$ cat src/rtl/pci_irq_pkg.sv
package pci_irq_pkg;
  localparam int unsigned PCI_PINS   = 4;
  localparam int unsigned PCI_LINES  = 4;
  localparam int unsigned LINE_W     = 2;
  localparam int unsigned SLOT_USB   = 10;
  localparam int unsigned SLOT_NIC   = 11;
  localparam int unsigned SLOT_AUDIO = 12;
  localparam int unsigned EXP_FIRST  = 18;
  localparam int unsigned EXP_COUNT  = 4;

  // Board slot table and expansion-slot rotation.
  function automatic logic [LINE_W-1:0] slot_to_line(input int unsigned slot,
                                                     input int unsigned pin);
    int unsigned r;
    if (slot == SLOT_USB)        r = 3;
    else if (slot == SLOT_NIC)   r = 1;
    else if (slot == SLOT_AUDIO) r = 2;
    else if (slot >= EXP_FIRST && slot < EXP_FIRST + EXP_COUNT)
      r = ((slot - EXP_FIRST) + pin) % PCI_LINES;
    else
      r = pin % PCI_LINES;
    return LINE_W'(r);
  endfunction
endpackage

$ cat src/rtl/pci_irq_swizzle.sv
module pci_irq_swizzle
  import pci_irq_pkg::*;
#(
  parameter int unsigned NUM_SLOTS = 32,
  localparam int unsigned NPIN = NUM_SLOTS * PCI_PINS
) (
  input  logic [NPIN-1:0]      pin_lvl_i,
  output logic [PCI_LINES-1:0] line_o
);
  for (genvar l = 0; l < PCI_LINES; l++) begin : g_line
    logic [NPIN-1:0] sel;
    for (genvar s = 0; s < NUM_SLOTS; s++) begin : g_slot
      for (genvar p = 0; p < PCI_PINS; p++) begin : g_pin
        assign sel[s*PCI_PINS+p] = (slot_to_line(s, p) == LINE_W'(l));
      end
    end
    assign line_o[l] = |(pin_lvl_i & sel);
  end
endmodule

$ cat src/rtl/pci_irq_route_regs.sv
module pci_irq_route_regs #(
  parameter int unsigned N_LINES = 4,
  parameter int unsigned ROUTE_W = 8,
  parameter logic [ROUTE_W-1:0] RST_VAL = 8'h80,
  localparam int unsigned IDX_W = $clog2(N_LINES)
) (
  input  logic                            clk_i,
  input  logic                            rst_ni,
  input  logic                            we_i,
  input  logic [IDX_W-1:0]                idx_i,
  input  logic [ROUTE_W-1:0]              val_i,
  output logic [N_LINES-1:0][ROUTE_W-1:0] route_o
);
  for (genvar l = 0; l < N_LINES; l++) begin : g_reg
    always_ff @(posedge clk_i or negedge rst_ni) begin
      if (!rst_ni)                            route_o[l] <= RST_VAL;
      else if (we_i && idx_i == IDX_W'(l))    route_o[l] <= val_i;
    end
  end

  p_write_lands_r6: assert property (@(posedge clk_i) disable iff (!rst_ni)
    we_i |=> route_o[$past(idx_i)] == $past(val_i));

  p_hold_r6: assert property (@(posedge clk_i) disable iff (!rst_ni)
    !we_i |=> $stable(route_o));
endmodule

$ cat src/rtl/pci_irq_route_matrix.sv
module pci_irq_route_matrix #(
  parameter int unsigned N_LINES  = 4,
  parameter int unsigned N_INPUTS = 16,
  parameter int unsigned ROUTE_W  = 8
) (
  input  logic [N_LINES-1:0]              line_i,
  input  logic [N_LINES-1:0][ROUTE_W-1:0] route_i,
  output logic [N_INPUTS-1:0]             req_o
);
  // Values >= N_INPUTS never match an input index, so the line is dropped.
  always_comb begin
    req_o = '0;
    for (int i = 0; i < N_INPUTS; i++) begin
      for (int l = 0; l < N_LINES; l++) begin
        if (line_i[l] && route_i[l] == ROUTE_W'(i)) req_o[i] = 1'b1;
      end
    end
  end
endmodule

$ cat src/rtl/pci_irq_router.sv
module pci_irq_router
  import pci_irq_pkg::*;
#(
  parameter int unsigned NUM_SLOTS  = 32,
  parameter int unsigned NUM_INPUTS = 16,
  parameter int unsigned ROUTE_W    = 8,
  parameter logic [ROUTE_W-1:0] ROUTE_RST = 8'h80,
  localparam int unsigned NPIN  = NUM_SLOTS * PCI_PINS,
  localparam int unsigned IDX_W = $clog2(PCI_LINES)
) (
  input  logic                  clk_i,
  input  logic                  rst_ni,
  input  logic [NPIN-1:0]       pin_lvl_i,
  input  logic                  route_we_i,
  input  logic [IDX_W-1:0]      route_idx_i,
  input  logic [ROUTE_W-1:0]    route_val_i,
  output logic [NUM_INPUTS-1:0] irq_o
);
  logic [PCI_LINES-1:0]              line;
  logic [PCI_LINES-1:0][ROUTE_W-1:0] route;
  logic [NUM_INPUTS-1:0]             req;
  logic [PCI_LINES-1:0]              line_off;

  pci_irq_swizzle #(.NUM_SLOTS(NUM_SLOTS)) u_swz (
    .pin_lvl_i(pin_lvl_i),
    .line_o   (line)
  );

  pci_irq_route_regs #(
    .N_LINES(PCI_LINES), .ROUTE_W(ROUTE_W), .RST_VAL(ROUTE_RST)
  ) u_regs (
    .clk_i  (clk_i),
    .rst_ni (rst_ni),
    .we_i   (route_we_i),
    .idx_i  (route_idx_i),
    .val_i  (route_val_i),
    .route_o(route)
  );

  pci_irq_route_matrix #(
    .N_LINES(PCI_LINES), .N_INPUTS(NUM_INPUTS), .ROUTE_W(ROUTE_W)
  ) u_mtx (
    .line_i (line),
    .route_i(route),
    .req_o  (req)
  );

  always_ff @(posedge clk_i or negedge rst_ni) begin
    if (!rst_ni) irq_o <= '0;
    else         irq_o <= req;
  end

  for (genvar l = 0; l < PCI_LINES; l++) begin : g_off
    assign line_off[l] = (route[l] >= ROUTE_W'(NUM_INPUTS));
  end

  p_idle_quiet_r10: assert property (@(posedge clk_i) disable iff (!rst_ni)
    (pin_lvl_i == '0) |=> (irq_o == '0));

  p_all_off_r7: assert property (@(posedge clk_i) disable iff (!rst_ni)
    (&line_off) |=> (irq_o == '0));

  p_fanin_bound_r8: assert property (@(posedge clk_i) disable iff (!rst_ni)
    $countones(irq_o) <= PCI_LINES);

  p_line_needs_pin_r5: assert property (@(posedge clk_i) disable iff (!rst_ni)
    (line != '0) |-> (pin_lvl_i != '0));
endmodule

$ cat config.mk
export PLATFORM = sky130hd
export DESIGN_NAME = pci_irq_router
export DESIGN_NICKNAME = d
export VERILOG_FILES = /design/src/rtl/pci_irq_pkg.sv /design/src/rtl/pci_irq_swizzle.sv /design/src/rtl/pci_irq_route_regs.sv /design/src/rtl/pci_irq_route_matrix.sv /design/src/rtl/pci_irq_router.sv
export SDC_FILE = /design/constraint.sdc
export NUM_CORES = 1
export LEC_CHECK = 0
export BUFFER_PORTS_ARGS = -buffer_cell sky130_fd_sc_hd__buf_4
export CORE_ASPECT_RATIO = 1.5
export CORE_MARGIN = 2
export CORE_UTILIZATION = 44
export DETAILED_ROUTE_END_ITERATION = 12
export PLACE_DENSITY = 0.82
export SLEW_MARGIN = 10
export SYNTH_ARGS = -nofsm -noshare
export SYNTH_HDL_FRONTEND = slang
export SYNTH_SLANG_ARGS = --single-unit
$ cat constraint.sdc
create_clock -name clk_i -period 1.97 [get_ports clk_i]
set_input_delay 0.197 -clock clk_i [delete_from_list [all_inputs] [get_ports clk_i]]
set_output_delay 0.197 -clock clk_i [all_outputs]
set_load 0.01 [all_outputs]
==> impl_metrics.toml <==
[min_path]
hold_start = "route_val_i[3]"
hp-class = "primary input to flip-flop"

[die]
ios = 157
die-area_um2 = 6786
die_w_um = 67.93
initial_core_util_pct = 45.95
core-area_um2 = 5871
die_h_um = 99.90
rows = 34

[power]
total_power_mw = 2.611
vdd_drop_max_v = 0.0007521
power.density_nw_per_um2 = 634.7
p_leak_nw = 1.877

[global_routing]
grt_pass1_wl_um = 13540
grt_max_degree = 49
antenna_found_initial = 0
grt_pass1_vias = 2905
grt_use_total_pct = 26.55
grt_overflow = 0

[placement]
gp_congestion = 0.9345
place_hpwl_um = 7268
placed_cells = 493
post-place-ws_ns = -0.003507
place_area_um2 = 4004
portBuffers = 156

[yosys]
ys_seq_area_share_pct = 44.71
syn_area_um2 = 2698
synth_edf_count = 0
synth_top_cell_area_share_pct = 40.82
syn_nets = 406
yosysMostFrequentCell = "nor4_1"
ys_seq_elements = 48
avgSynthCellArea_um2 = 10.18
async_reset_ff_share_pct = 100.0
ys_types = 33
yosys_warnings = 0
synth_commonest_cells = "nor4_1 (45), dfrtp_1 (44), mux2_2 (32)"
synth_ff_type = "dfrtp_1"
yosysTopAreaCell = "dfrtp_1"
synth_cells = 265
ys_top_cells_by_area = "dfrtp_1 (41%), mux2_2 (13%), nor4_1 (10%), dfstp_2 (3.9%), nor3_1 (3.3%)"

[clocking]
cts-htree-levels = 2
path_clk_slew_ns = 0.10
cts_root_buf = "clkbuf_8"
cts_buffers = 5
clkSinkCount = 48
clock_latency_ns = 0.31
cts_tree = "done"
clockBufferDepth = 2

[layout]
area_delta_synth_final_pct = 52.50
antennaDiodeCount = 0
postLayoutCoreUtil_pct = 70.08
final_cells = 502
drive_gt1_share_pct = 50.93
fin_nets = 570
final_area_um2 = 4114

[route]
drtIter0Drc = 86
wl_per_cell_um = 17.42
via_per_inst = 5.789
drc = 0
first_pass_iters = 6
ant_nets = 0
via_count = 2906
drt-total-wl_um = 8745

[worst_setup_path]
cpPeakStageDelay_ns = 0.55
path_max_fanout = 7
critPathKind = "flip-flop to flip-flop"
arrival_ns = 2.16
endpoint_kind = "flip-flop"
worstSetupStartpoint = "u_regs.route_o[29]$_DFFE_PN0P_"
worstSetupStartpointType = "flip-flop"
required_ns = 2.22
crit_chain = "or4_1 > buf_4 > or2_1 > nor3_1 > or3_1"
r2r_start = "u_regs.route_o[29]$_DFFE_PN0P_"
cpMaxStageDelayCell = "or4_1"

[sta]
fin_crit_ns = 1.914
setup_slack_ns = 0.05572
hold_viol_final = 0
rsz0062_at_grt = "false"
tightest_slew_ns = 0.6494
fmax_mhz = 522.4
worst_slew_margin_rel_pct = 56.52
skew_ns = 0.01087
slew_violations = 0
post-route-period-util_pct = 97.17
hold-worst-slack_ns = 0.1481
setup_tns_ns = 0
setup-violations-final = 0

[run]
max_cap_violations = 0

[status]
status = "finished clean"
-- placed cells by master, fill, tap and decap left out, drive strengths merged, types with 11 or more instances in the layout --
master,instances
nand4,13
nand2,13
or3,11
nor2,14
nor4,47
nor3,22
dfrtp,44
buf,165
mux2,32
-- layout make-up --
cell class,instances,area (µm²)
fillers,480,1757
multi-input cells,208,1444
repair buffers,166,1274
flip-flops and latches,48,1206
well taps,72,90.09
clock buffers,6,82.58
clock inverters,2,17.52
-- critical path, delay by kind of cell, from the launching register on --
kind                   cells  cell delay (ns)
buffers and inverters      1             0.18
flip-flops                 1             0.40
AND/OR/NAND/NOR            4             1.27
-- logic make-up (layout without fill, tap and decap cells) --
logic type / Yosys count / count (layout) / share of synthesized area (%)
AOI/OAI and AO/OA: 16 / 16 / 3.896
buffers and inverters: 9 / 174 / 1.762
DFF: 48 / 48 / 44.71
muxes: 32 / 32 / 13.36
and+or+nand+nor: 160 / 160 / 36.27
-- sequential cells by signal, summed over array words and instances (netlist names) --
register	count
u_regs.route_o	32
irq_o	16
-- path summary, 6_finish.rpt --
| path | end | slack (ns) | depth (start not counted) |
|---|---|---|---|
| setup / recovery | irq_o[5]$_DFF_PN0_ | 0.06 | 5 |
| hold / removal | u_regs.route_o[27]$_DFFE_PN0P_ | 0.15 | 2 |
| setup reg to reg | irq_o[5]$_DFF_PN0_ | 0.06 | 5 |
| hold reg to reg | u_regs.route_o[5]$_DFFE_PN0P_ | 0.52 | 1 |
| max in group asynchronous | irq_o[5]$_DFF_PN0_ | 1.14 | 2 |
| min in group asynchronous | u_regs.route_o[4]$_DFFE_PN0P_ | 0.44 | 2 |
-- power breakdown --
part	total (mW)	internal, mW	switching, mW
sequential	1.28	1.14	0.144
clock	0.647	0.294	0.353
combinational	0.681	0.405	0.276
-- layer usage --
metal / global-route usage [%] / part of all wire (%) / vias up
met5: 0 / 0 / -
met4: 13.85 / 4.8 / 0
met3: 4.036 / 6.2 / 41
met2: 46.53 / 53 / 132
met1: 30.07 / 36 / 1358
li1: - / - / 1375
-- timing repair --
action | 4_1_cts | 5_1_grt
gates resized for setup | 0 | 0
buffers inserted | 0 | 0
hold endpoints to repair | 44 | 0
hold buffers | 1 | 0
No activity file was read; power rests on OpenSTA's default activity.
